## src/rtl/cap_pkg.sv

```systemverilog
`timescale 1ns/1ps
package cap_pkg;

    // Queue fill state of one channel; the code is visible in the status register.
    typedef enum logic [1:0] {
        FILL_EMPTY = 2'b00,
        FILL_ONE   = 2'b01,
        FILL_TWO   = 2'b10,
        FILL_OVER  = 2'b11
    } fill_e;

    // Edge mode of one channel, two control bits each.
    typedef enum logic [1:0] {
        EDGE_OFF  = 2'b00,
        EDGE_RISE = 2'b01,
        EDGE_FALL = 2'b10,
        EDGE_BOTH = 2'b11
    } edge_e;

endpackage

```

## src/rtl/cap_edge_det.sv

```systemverilog
`timescale 1ns/1ps
module cap_edge_det
    import cap_pkg::*;
#(
    parameter int SYNC_STAGES = 2
) (
    input  logic  clk,
    input  logic  rst_n,
    input  logic  pin,
    input  edge_e mode,
    output logic  hit
);

    logic [SYNC_STAGES-1:0] sync_q;
    logic                   prev_q;
    logic                   cur;

    assign cur = sync_q[SYNC_STAGES-1];

    always_ff @(posedge clk or negedge rst_n) begin
        if (!rst_n) begin
            sync_q <= '0;
            prev_q <= 1'b0;
        end else begin
            sync_q <= {sync_q[SYNC_STAGES-2:0], pin};
            prev_q <= cur;
        end
    end

    always_comb begin
        unique case (mode)
            EDGE_OFF:  hit = 1'b0;
            EDGE_RISE: hit = cur & ~prev_q;
            EDGE_FALL: hit = ~cur & prev_q;
            EDGE_BOTH: hit = cur ^ prev_q;
            default:   hit = 1'b0;
        endcase
    end

    // A detected event reflects the pin level seen SYNC_STAGES edges earlier.
    assert_sync_latency_R3: assert property (@(posedge clk) disable iff (!rst_n)
        hit |-> (cur == $past(pin, SYNC_STAGES)));

    // A disabled channel never reports an event.
    assert_off_silent_R2: assert property (@(posedge clk) disable iff (!rst_n)
        (mode == EDGE_OFF) |-> !hit);

endmodule

```

## src/rtl/cap_fifo2.sv

```systemverilog
`timescale 1ns/1ps
module cap_fifo2
    import cap_pkg::*;
#(
    parameter int DW = 16
) (
    input  logic          clk,
    input  logic          rst_n,
    input  logic          push,
    input  logic [DW-1:0] din,
    input  logic          pop,
    output logic [DW-1:0] head,
    output fill_e         fill
);

    fill_e         state_q, state_d;
    logic [DW-1:0] e0_q, e0_d;
    logic [DW-1:0] e1_q, e1_d;

    // State register.
    always_ff @(posedge clk or negedge rst_n) begin
        if (!rst_n) begin
            state_q <= FILL_EMPTY;
            e0_q    <= '0;
            e1_q    <= '0;
        end else begin
            state_q <= state_d;
            e0_q    <= e0_d;
            e1_q    <= e1_d;
        end
    end

    // Next state and entry contents; a read is applied before a capture.
    always_comb begin
        state_d = state_q;
        e0_d    = e0_q;
        e1_d    = e1_q;
        unique case (state_q)
            FILL_EMPTY: begin
                if (push) begin
                    state_d = FILL_ONE;
                    e0_d    = din;
                end
            end
            FILL_ONE: begin
                unique case ({pop, push})
                    2'b11: e0_d = din;
                    2'b10: state_d = FILL_EMPTY;
                    2'b01: begin
                        state_d = FILL_TWO;
                        e1_d    = din;
                    end
                    default: ;
                endcase
            end
            FILL_TWO, FILL_OVER: begin
                unique case ({pop, push})
                    2'b11: begin
                        state_d = FILL_TWO;
                        e0_d    = e1_q;
                        e1_d    = din;
                    end
                    2'b10: begin
                        state_d = FILL_ONE;
                        e0_d    = e1_q;
                    end
                    2'b01: begin
                        state_d = FILL_OVER;
                        e0_d    = e1_q;
                        e1_d    = din;
                    end
                    default: ;
                endcase
            end
            default: state_d = FILL_EMPTY;
        endcase
    end

    // Outputs.
    always_comb begin
        fill = state_q;
        head = (state_q == FILL_EMPTY) ? '0 : e0_q;
    end

    assert_over_from_full_R7: assert property (@(posedge clk) disable iff (!rst_n)
        (state_q == FILL_OVER) |->
            ($past(state_q) == FILL_TWO || $past(state_q) == FILL_OVER));

    assert_push_fills_R6: assert property (@(posedge clk) disable iff (!rst_n)
        push |=> (state_q != FILL_EMPTY));

    assert_empty_pop_noop_R6: assert property (@(posedge clk) disable iff (!rst_n)
        (state_q == FILL_EMPTY && pop && !push) |=> (state_q == FILL_EMPTY));

    assert_pop_first_R8: assert property (@(posedge clk) disable iff (!rst_n)
        (state_q == FILL_ONE && pop && push) |=>
            (state_q == FILL_ONE && head == $past(din)));

endmodule

```

## src/rtl/tscap_unit.sv

```systemverilog
`timescale 1ns/1ps
module tscap_unit
    import cap_pkg::*;
#(
    parameter int DW          = 16,
    parameter int NCH         = 4,
    parameter int SYNC_STAGES = 2,
    parameter int AW          = 3
) (
    input  logic           clk,
    input  logic           rst_n,
    input  logic [NCH-1:0] cap_in,
    input  logic [DW-1:0]  tmr_a,
    input  logic [DW-1:0]  tmr_b,
    input  logic [AW-1:0]  bus_addr,
    input  logic           bus_wr,
    input  logic           bus_rd,
    input  logic [DW-1:0]  bus_wdata,
    output logic [DW-1:0]  bus_rdata,
    output logic           irq
);

    localparam int NGRP     = NCH / 2;
    localparam int SEL_LSB  = 2 * NCH;
    localparam int EN_LSB   = DW - NCH;
    localparam int STAT_LOW = DW - 2 * NCH;

    localparam logic [AW-1:0] ADDR_CTRL = '0;
    localparam logic [AW-1:0] ADDR_STAT = {{(AW-1){1'b0}}, 1'b1};
    localparam logic [AW-1:0] DATA_BASE = {1'b1, {(AW-1){1'b0}}};

    localparam logic [DW-1:0] EDGE_MASK = {{(DW-2*NCH){1'b0}}, {(2*NCH){1'b1}}};
    localparam logic [DW-1:0] SEL_MASK  =
        {{(DW-SEL_LSB-NGRP){1'b0}}, {NGRP{1'b1}}, {SEL_LSB{1'b0}}};
    localparam logic [DW-1:0] EN_MASK   = {{NCH{1'b1}}, {EN_LSB{1'b0}}};
    localparam logic [DW-1:0] CTRL_MASK = EDGE_MASK | SEL_MASK | EN_MASK;

    logic [DW-1:0]    ctrl_q;
    logic [NCH-1:0]   flag_q;
    logic [NCH-1:0]   hit;
    logic [NCH-1:0]   pop;
    logic [NCH-1:0]   clr;
    logic [2*NCH-1:0] fill_bits;
    logic [DW-1:0]    head [NCH];

    // Control register.
    always_ff @(posedge clk or negedge rst_n) begin
        if (!rst_n)
            ctrl_q <= '0;
        else if (bus_wr && bus_addr == ADDR_CTRL)
            ctrl_q <= bus_wdata & CTRL_MASK;
    end

    assign clr = (bus_wr && bus_addr == ADDR_STAT) ? bus_wdata[NCH-1:0] : '0;

    // Event flags: a capture wins over a clear in the same cycle.
    always_ff @(posedge clk or negedge rst_n) begin
        if (!rst_n)
            flag_q <= '0;
        else
            flag_q <= hit | (flag_q & ~clr);
    end

    assign irq = |(flag_q & ctrl_q[EN_LSB +: NCH]);

    generate
        for (genvar c = 0; c < NCH; c++) begin : g_ch
            logic          grp_sel;
            logic [DW-1:0] stamp;
            fill_e         fill_c;

            assign grp_sel = ctrl_q[SEL_LSB + c/2];
            assign stamp   = grp_sel ? tmr_b : tmr_a;
            assign pop[c]  = bus_rd && (bus_addr == DATA_BASE + AW'(c));

            cap_edge_det #(.SYNC_STAGES(SYNC_STAGES)) u_det (
                .clk   (clk),
                .rst_n (rst_n),
                .pin   (cap_in[c]),
                .mode  (edge_e'(ctrl_q[2*c +: 2])),
                .hit   (hit[c])
            );

            cap_fifo2 #(.DW(DW)) u_q (
                .clk   (clk),
                .rst_n (rst_n),
                .push  (hit[c]),
                .din   (stamp),
                .pop   (pop[c]),
                .head  (head[c]),
                .fill  (fill_c)
            );

            assign fill_bits[2*c +: 2] = fill_c;

            assert_flag_set_R9: assert property (@(posedge clk) disable iff (!rst_n)
                hit[c] |=> flag_q[c]);

            assert_flag_clear_R9: assert property (@(posedge clk) disable iff (!rst_n)
                (clr[c] && !hit[c]) |=> !flag_q[c]);

            assert_flag_cause_R9: assert property (@(posedge clk) disable iff (!rst_n)
                $rose(flag_q[c]) |-> $past(hit[c]));
        end
    endgenerate

    // Read mux.
    always_comb begin
        bus_rdata = '0;
        if (bus_addr == ADDR_CTRL)
            bus_rdata = ctrl_q;
        else if (bus_addr == ADDR_STAT)
            bus_rdata = {fill_bits, {STAT_LOW{1'b0}}};
        for (int i = 0; i < NCH; i++)
            if (bus_addr == DATA_BASE + AW'(i))
                bus_rdata = head[i];
    end

    assert_ctrl_reserved_R11: assert property (@(posedge clk) disable iff (!rst_n)
        (ctrl_q & ~CTRL_MASK) == '0);

endmodule

```

## config.mk

```make
export PLATFORM = sky130hd
export DESIGN_NAME = tscap_unit
export DESIGN_NICKNAME = d
export VERILOG_FILES = /design/src/rtl/cap_pkg.sv /design/src/rtl/cap_edge_det.sv /design/src/rtl/cap_fifo2.sv /design/src/rtl/tscap_unit.sv
export SDC_FILE = /design/constraint.sdc
export NUM_CORES = 1
export LEC_CHECK = 0
export BUFFER_PORTS_ARGS = -buffer_cell sky130_fd_sc_hd__buf_2
export CORE_ASPECT_RATIO = 0.6
export CORE_MARGIN = 8
export CORE_UTILIZATION = 50
export DETAILED_ROUTE_END_ITERATION = 12
export PLACE_DENSITY = 0.7
export SYNTH_ARGS = -nofsm -noshare
export SYNTH_HDL_FRONTEND = slang
export SYNTH_SLANG_ARGS = --single-unit
```

## constraint.sdc

```tcl
create_clock -name clk -period 3.4 [get_ports clk]
set_input_delay 0.85 -clock clk [delete_from_list [all_inputs] [get_ports clk]]
set_output_delay 0.85 -clock clk [all_outputs]
set_load 0.03 [all_outputs]
```

# --- Yosys cells after proc, flatten, opt, wreduce, memory -nomap -nowiden ---
# Cells that the tools add are included.
op_classes:
  eq_ne: 69
  muxes: 61
  bitwise: 24
  reduce_logical: 44
ops:
  columns: ["op", "n"]
  rows:
  - ["2-to-1 mux 16 bit", 32]
  - ["case mux 16 bit (3 select lines)", 4]
  - ["case mux 16 bit (2 select lines)", 4]
  - ["== test 2 bit, second input constant", 24]
  - ["case mux 2 bit (3 select lines)", 8]
  - ["AND reduction 3 bit", 12]
  - ["== test 2 x 1 -> 1 bit, second input constant", 12]
  - ["inequality test 2 x 1 -> 1 bit, second input constant", 12]
  - ["zero test 2 bit", 8]
  - ["inequality test 2 bit, second input constant", 8]
  - ["inequality test 4 x 2 -> 1 bit, second input constant", 4]
  - ["case mux 1 bit (4 select lines)", 4]
  - ["case mux 2 bit (2 select lines)", 4]
  - ["OR reduction 2 bit", 8]
  - ["== test 3 bit, second input constant", 4]
  - ["inequality test 3 x 1 -> 1 bit, second input constant", 4]
  - ["OR reduction 3 bit", 4]
  - ["AND 1 bit", 8]
  - ["AND 4 bit", 2]
  - ["2-to-1 mux 2 bit", 4]
  - ["inverter 1 bit", 8]
  - ["nonzero test 2 bit", 4]
  - ["logical AND 1 bit", 6]
  - ["2-to-1 mux 4 bit", 1]
  - ["6 further kinds", 9]
word_totals:
  regBits: 166
  input_bits: 59
  out_inout_bits: 17
  wordCells: 220

# --- Longest topological paths before layout ---
# Gate-level depths: netlist of the first run.
logic_depth:
  word_depth: 7
  ltp_mapped: 12
  mapped_depth_nobuf: 11

# --- Hierarchy ---
# A second synthesis of the first run with hierarchy kept.
hier_totals:
  cells_unflattened: 910
  hier_area_um2: 10181.0
by_module_without_submodules:
  columns: ["module", "instances", "cells_per_inst", "area_per_inst_um2", "seq_area_each_um2"]
  rows:
  - ["cap_fifo2", 4, 164, 1903.1, 850.8]
  - ["tscap_unit", 1, 206, 2033.2, 450.4]
  - ["cap_edge_det", 4, 12, 133.9, 75.1]

# --- Least setup slack after synthesis of the first run ---
# Ideal clock, no wire load.
synth_path:
  path_type: "input to output"
  start: "input port bus_addr[1]"
  end: "output port bus_rdata[11]"
  arrival_ns: 2.106
  required_time_ns: 2.550
  slack_ns: 0.444
  cell_stages: 6
  path_buffers: 2
  cell_sequence: "nor3b_1 -> nor2b_1 -> buf_2 -> buf_4 -> a22oi_1 -> o211ai_1"
synth_via:
  elab_chain_cells: 7
  word_cells_on_any_way: 12
  classes_between: "eq/ne (5); mux (6); reduce/logical (1)"
synth_rtl:
  columns: ["element", "line", "text"]
  rows:
  - ["start: declaration", "tscap_unit.sv:15", "input logic [AW-1:0] bus_addr,"]
  - ["== test 3 x 1 -> 1 bit", "tscap_unit.sv:112", "else if (bus_addr == ADDR_STAT)"]
  - ["2-to-1 mux 16 bit", "tscap_unit.sv:112", null]
  - ["2-to-1 mux 16 bit", "tscap_unit.sv:110", "if (bus_addr == ADDR_CTRL)"]
  - ["2-to-1 mux 16 bit (3 in series)", "tscap_unit.sv:115", "if (bus_addr == DATA_BASE + AW'(i))"]
  - ["2-to-1 mux 16 bit *", "tscap_unit.sv:115", null]
  - ["end: declaration", "tscap_unit.sv:19", "output logic [DW-1:0] bus_rdata,"]
# Every way passes the cells marked *; elsewhere a longest branch is shown, timed or not.

# --- Worst setup path in the final report of the first run ---
layout_path:
  start: "input port bus_addr[1]"
  end: "output port bus_rdata[14]"
# Same word-level chain as after synthesis.

==> impl_metrics.tcl, run 1 <==
set metrics [dict create \
    crit_path_end_kind "output port" \
    grt_pass1_vias 6512 \
    grtUsageMet1 0.3036 \
    track_usage 0.2117 \
    power.share.switching 0.3635 \
    final_util 0.5789 \
    grt_use_met3 0.03708 \
    final-setup-viol-count 0 \
    setup_tns_ps 0 \
    cts_max_level 4 \
    r2r_cells 11 \
    final_nets 935 \
    use_met2 0.3165 \
    drtIter0Drc 513 \
    dpl.hpwl_mm 16.27 \
    drive_above_1_share 0.3838 \
    synth-seq-area-share 0.4621 \
    netSwitchingPower_w 0.003385 \
    routed_wl_mm 23.35 \
    yosys_register_bits 166 \
    clkTransAtPathRegs_ps 60 \
    worstReg2RegStart "g_ch[1].u_det.prev_q$_DFF_PN0_" \
    max_freq_ghz 0.3133 \
    crit_start "bus_addr[1]" \
    seqPwrFrac 0.368 \
    cts_inserted_buffers 17 \
    worst-setup-path-type "primary input to output port" \
    rsz0062_at_grt "false" \
    drv_cap 0 \
    clock-sinks 166 \
    hp-start "g_ch[2].u_det.sync_q[0]$_DFF_PN0_" \
    grt_pass1_wl_mm 37.18 \
    max_slew_margin 0.6089 \
    top_usage_layer "met2" \
    pwr-share-clk 0.206 \
    clock_path_buffers 2 \
    synth.net_count 849 \
    peakVddDrop_mv 0.5367 \
    tritoncts "yes" \
    worst-path-max-fanout 5 \
    min_period_ps 3191 \
    gr-total-overflow 0 \
    power_w 0.009312 \
    vias 6358 \
    yosys_warnings 0 \
    port_buffers 73 \
    fin_crit_sh 0.9387 \
    chipHeight_um 119.9 \
    die_area_um2 22660 \
    routabilityCongestion 0.8243 \
    critical_path_required_ps 2550 \
    crit_arrival_ps 2340 \
    grt_max_degree 59 \
    via_per_inst 5.749 \
    worstSkewPairLatency_ps 440 \
    min_path_cells 0 \
    slew_violations 0 \
    startpoint_type "primary input" \
    post-route-drc-count 0 \
    ant_nets 0 \
    cts_hold_buf 0 \
    clock_skew_ps 10.57 \
    synth_area_per_cell_um2 11.73 \
    syn_area_um2 8989 \
    root_buffer "clkbuf_16" \
    hold_viol 0 \
    ioPinCount 76 \
    firstDrtPassIters 5 \
    start_util 0.5041 \
    dieWidth_um 189.1 \
    stdcell_area_um2 10320 \
    p_int_w 0.005927 \
    routedWlPerCell_um 21.11 \
    post_cts_buffers 0 \
    synth_cells 766 \
    placed_area_um2 9737 \
    pwr-share-comb 0.426 \
    ys_types 50 \
    status "complete, no violations" \
    core-area_um2 17830 \
    cts.repair.resized 0 \
    hold_class "register to register" \
    rows 38 \
    leakage_nw 4.629 \
    fill_cells 1476 \
    worst_pin_slew_ps 580.5 \
    cellPowerDensity_nw_per_um2 902.2 \
    area_delta_synth_final_pct 14.84 \
    antenna_found_initial 1 \
]
-- synthesized netlist by cell type (all sizes together) --
| library cell | instances | area share |
|---|---|---|
| o32a | 2 | 0.0022 |
| mux2 | 174 | 0.22 |
| nor3b | 2 | 0.0022 |
| nand3 | 3 | 0.0017 |
| o21a | 1 | 0.00084 |
| nand3b | 4 | 0.0042 |
| and2b | 1 | 0.00084 |
| o221ai | 1 | 0.00097 |
| and2 | 3 | 0.0021 |
| a31o | 1 | 0.00097 |
| a222oi | 14 | 0.016 |
| nor2b | 9 | 0.0079 |
| o31ai | 2 | 0.0017 |
| a21o | 4 | 0.0033 |
| mux2i | 38 | 0.042 |
| nor3 | 9 | 0.0068 |
| inv | 26 | 0.011 |
| o21ai | 78 | 0.048 |
| nand4 | 1 | 0.00070 |
| o211ai | 2 | 0.0017 |
| clkbuf | 13 | 0.0054 |
| nor2 | 7 | 0.0029 |
| a21oi | 13 | 0.0085 |
| or2b | 1 | 0.00084 |
| a22oi | 15 | 0.013 |
| and3b | 4 | 0.0043 |
| nand2 | 101 | 0.042 |
| a31oi | 12 | 0.022 |
| ha | 24 | 0.033 |
| dfrtp | 166 | 0.46 |
| buf | 30 | 0.024 |
| o22ai | 1 | 0.00070 |
| or2 | 1 | 0.00070 |
| nand2b | 3 | 0.0021 |
-- cells in the final DEF, fill, tap and decap left out, types with 4 or more instances in the layout --
cell and instances:
buf_2 72, o21ai_4 4, buf_4 32, a31oi_4 8, buf_12 5, a222oi_1 14
o21ai_0 72, a21oi_1 12, mux2_1 7, nand2_1 100, a31oi_1 4, inv_6 4
mux2_4 12, mux2i_1 38, nor3_1 7, nor2b_1 7, dfrtp_1 166, clkbuf_16 17
ha_1 24, inv_1 26, a22oi_1 15, mux2_2 155, nor2_1 7, a21o_1 4
-- power by group through the flow --
stage | Clock, W | Sequential [W] | Combinational (W)
6_report | 0.00192 | 0.00343 | 0.00397
5_1_grt | 0.00204 | 0.00353 | 0.00429
4_1_cts | 0.00196 | 0.00341 | 0.00397
3_5_place_dp | 0 | 0.00344 | 0.00395
3_3_place_gp | 0 | 0.00341 | 0.00385
2_1_floorplan | 0 | 0.00326 | 0.00302
-- final cells by class --
type	count	area, um2	share of cell area
Antenna cell	1	2.502	0.0002424
Timing Repair Buffer	110	711.9	0.06897
Inverter	26	97.59	0.009455
Multi-Input combinational cell	531	4473	0.4333
Clock inverter	11	112.6	0.01091
Sequential cell	166	4154	0.4024
Tap cell	240	300.3	0.02909
Clock buffer	21	470.5	0.04558
-- state kept, by name (all words and copies together), names as in the netlist --
signal             flops
g_ch.u_q.e0_q         64
g_ch.u_q.e1_q         64
ctrl_q                14
g_ch.u_det.sync_q      8
g_ch.u_q.fill          8
flag_q                 4
g_ch.u_det.prev_q      4
-- critical path: stages --
cell	delay, ps
buf_2	150
and3b_4	250
and2_1	190
buf_4	170
a222oi_1	340
nand2_1	170
buf_2	210
-- final timing paths --
check | endpoint | slack (ps)
worst min register to register | g_ch[2].u_det.sync_q[1]$_DFF_PN0_ | 350
worst max-delay path | bus_rdata[14] | 210
worst max register to register | g_ch[1].u_q.e1_q[15]$_DFFE_PN0P_ | 540
min in group asynchronous | g_ch[3].u_q.e1_q[3]$_DFFE_PN0P_ | 380
worst min-delay path | g_ch[2].u_det.sync_q[1]$_DFF_PN0_ | 350
max in group asynchronous | g_ch[1].u_q.e0_q[5]$_DFFE_PN0P_ | 2300
-- per-stage QoR --
step	cells	worst slack, ps	hold slack (ps)
6_report	1106	208.6	350.5
2_1_floorplan	766	443.6	331.2
4_1_cts	1105	195.5	352.9
3_3_place_gp	1073	260.6	333.8
5_1_grt	1106	100.2	353.9
3_5_place_dp	1073	240.3	337.0
-- kinds of logic (layout without fill, tap and decap cells) --
family,after synthesis,after routing,synth area share
simple gates,149,149,0.07976
compound gates,146,146,0.1192
flops,166,166,0.4621
buf+inv,69,168,0.04023
other cells,0,1,0
fa+ha+maj,24,24,0.03341
mux,212,212,0.2653
-- per-layer routing --
layer,wire length (um),share of wire,up-vias
met1,11280,0.48,3216
met5,0,0,-
met4,464,0.020,0
met2,10340,0.44,184
met3,1267,0.054,34
li1,-,-,2924
Power figures use the tool's default switching activity.
==> inputs of run 2 (changes only) <==
- CAP_MARGIN: default -> 20
- CTS_BUF_LIST: default -> sky130_fd_sc_hd__clkbuf_4 sky130_fd_sc_hd__clkbuf_8
==> run 2 against run 1 <==
  * Utilization decreased by 1.0 points
  * Worst setup slack lost 32 ps
  * Clock skew is 4.4 ps higher
  * Clock power decreased by 25%
  * Cell area fell by 1.8%
  * Critical path depth unchanged
  * Count of clock-buffer cells in the layout did not move
  * Routed wire length fell by 0.89%
  * Flip-flop and latch count stayed put
  * Highest routed layer unchanged
==> impl_metrics.tcl, run 2 (same netlist as run 1, synthesis figures left out) <==
set metrics [dict create \
    startpoint_type "primary input" \
    dpl_worst_slack_ps 240.3 \
    final-setup-viol-count 0 \
    cts_max_level 4 \
    area_delta_synth_final_pct 12.78 \
    min_period_ps 3224 \
    worst_pin_slew_ps 577.5 \
    root_buffer "clkbuf_8" \
    crit_path_end_kind "output port" \
    tritoncts "yes" \
    max_slew_margin 0.6150 \
    clock_path_buffers 2 \
    post-route-drc-count 0 \
    core-area_um2 17830 \
    track_usage 0.2099 \
    gr-total-overflow 0 \
    crit_top_cell "buf_2" \
    path_delay_family "buffers and inverters" \
    final_common_cell "dfrtp_1" \
    rows 38 \
    grt_max_degree 59 \
    critical_path_required_ps 2550 \
    leakage_nw 4.545 \
    worst-path-max-fanout 11 \
    antenna_found_initial 1 \
    port_buffers 73 \
    drive_above_1_share 0.3850 \
    hold_viol 0 \
    clkTransAtPathRegs_ps 100 \
    final_nets 935 \
    firstDrtPassIters 7 \
    peakVddDrop_mv 0.4312 \
    max_freq_ghz 0.3102 \
    ant_nets 0 \
    routabilityCongestion 0.8243 \
    die_area_um2 22660 \
    status "complete, no violations" \
    cellPowerDensity_nw_per_um2 869.3 \
    cp_cell_sequence "buf_2, nor3b_1, nor2b_1, buf_4, a22oi_1, o211ai_1, buf_2" \
    grt_pass1_wl_mm 36.98 \
    cts_inserted_buffers 17 \
    chipHeight_um 119.9 \
    worstSkewPairLatency_ps 480 \
    hold_class "primary input to async pin" \
    fin_crit_sh 0.9482 \
    worst-setup-path-type "primary input to output port" \
    routed_wl_mm 23.15 \
    routedWlPerCell_um 20.91 \
    drv_cap 0 \
    final_cell_mix "166 x dfrtp_1, 155 x mux2_2, 100 x nand2_1" \
    ioPinCount 76 \
    dieWidth_um 189.1 \
    vias 6312 \
    clock_skew_ps 14.99 \
    grt_pass1_vias 6444 \
    via_per_inst 5.702 \
    rsz0062_at_grt "false" \
    setup_tns_ps 0 \
    clock-sinks 166 \
    slew_violations 0 \
    reg_top3 "g_ch.u_q.e0_q x64, g_ch.u_q.e1_q x64, ctrl_q x14" \
    slowest_delay_ps 260 \
    start_util 0.5041 \
    cts_hold_buf 0 \
    cts.repair.resized 0 \
    crit_buf_inv 3 \
    cp_slowest_cell "nor3b_1" \
    dpl.hpwl_mm 16.27 \
    layout_setup_ws_ps 176.2 \
    post_cts_buffers 0 \
    crit_arrival_ps 2370 \
    drtIter0Drc 550 \
]
==> run 2: cell types whose count changed in the layout (fill, tap and decap cells not counted) <==
cell       change
clkbuf_8      +17
diode_2        +1
clkbuf_1       -1
clkbuf_4       +1
clkbuf_16     -17
==> run 2: through the flow <==
step | hold WS, ps | power [W] | area (um2) | instances | utilization
floorplan | 331.2 | 0.006285 | 8989 | 766 | -
global placement | 333.8 | 0.007262 | 9737 | 1073 | 0.5461
detailed placement | 337.0 | 0.007384 | 9737 | 1073 | 0.5461
CTS | 328.0 | 0.008836 | 10130 | 1105 | 0.5683
global route | 350.4 | 0.009360 | 10130 | 1106 | 0.5684
finish | 325.9 | 0.008812 | 10140 | 1107 | 0.5686
==> run 2: final timing paths <==
kind,startpoint,end,cells past startpoint,slack (ps)
max,bus_addr[2],bus_rdata[10],7,180
min,rst_n,g_ch[3].u_q.e1_q[3]$_DFFE_PN0P_,1,330
max reg2reg,g_ch[1].u_det.prev_q$_DFF_PN0_,g_ch[1].u_q.e1_q[15]$_DFFE_PN0P_,11,520
min reg2reg,g_ch[2].u_det.sync_q[0]$_DFF_PN0_,g_ch[2].u_det.sync_q[1]$_DFF_PN0_,0,360
max in group asynchronous,rst_n,g_ch[1].u_q.e0_q[5]$_DFFE_PN0P_,2,2340
min in group clk,g_ch[2].u_det.sync_q[0]$_DFF_PN0_,g_ch[2].u_det.sync_q[1]$_DFF_PN0_,0,360
==> run 2: final cells by class <==
type                    count  area, um2
inverters                  26      97.59
repair buffers            110      711.9
flip-flops and latches    166       4154
clock buffers              21      282.8
well taps                 240      300.3
diodes                      2      5.005
clock inverters            11      112.6
multi-input cells         531       4473
fillers                  1523       7692
==> run 2: metal layers <==
layer | track usage | share of wire | up-vias
met2 | 0.3131 | 0.44 | 183
met3 | 0.04490 | 0.062 | 19
li1 | - | - | 2925
met5 | 0 | 0 | -
met1 | 0.3053 | 0.48 | 3185
met4 | 0.05642 | 0.014 | 0
==> run 2: power by group <==
part	internal (W)	switching (W)	leakage (nW)
registers	0.00288	0.000536	1.98
logic	0.00196	0.00200	2.37
clock network	0.000659	0.000781	0.195
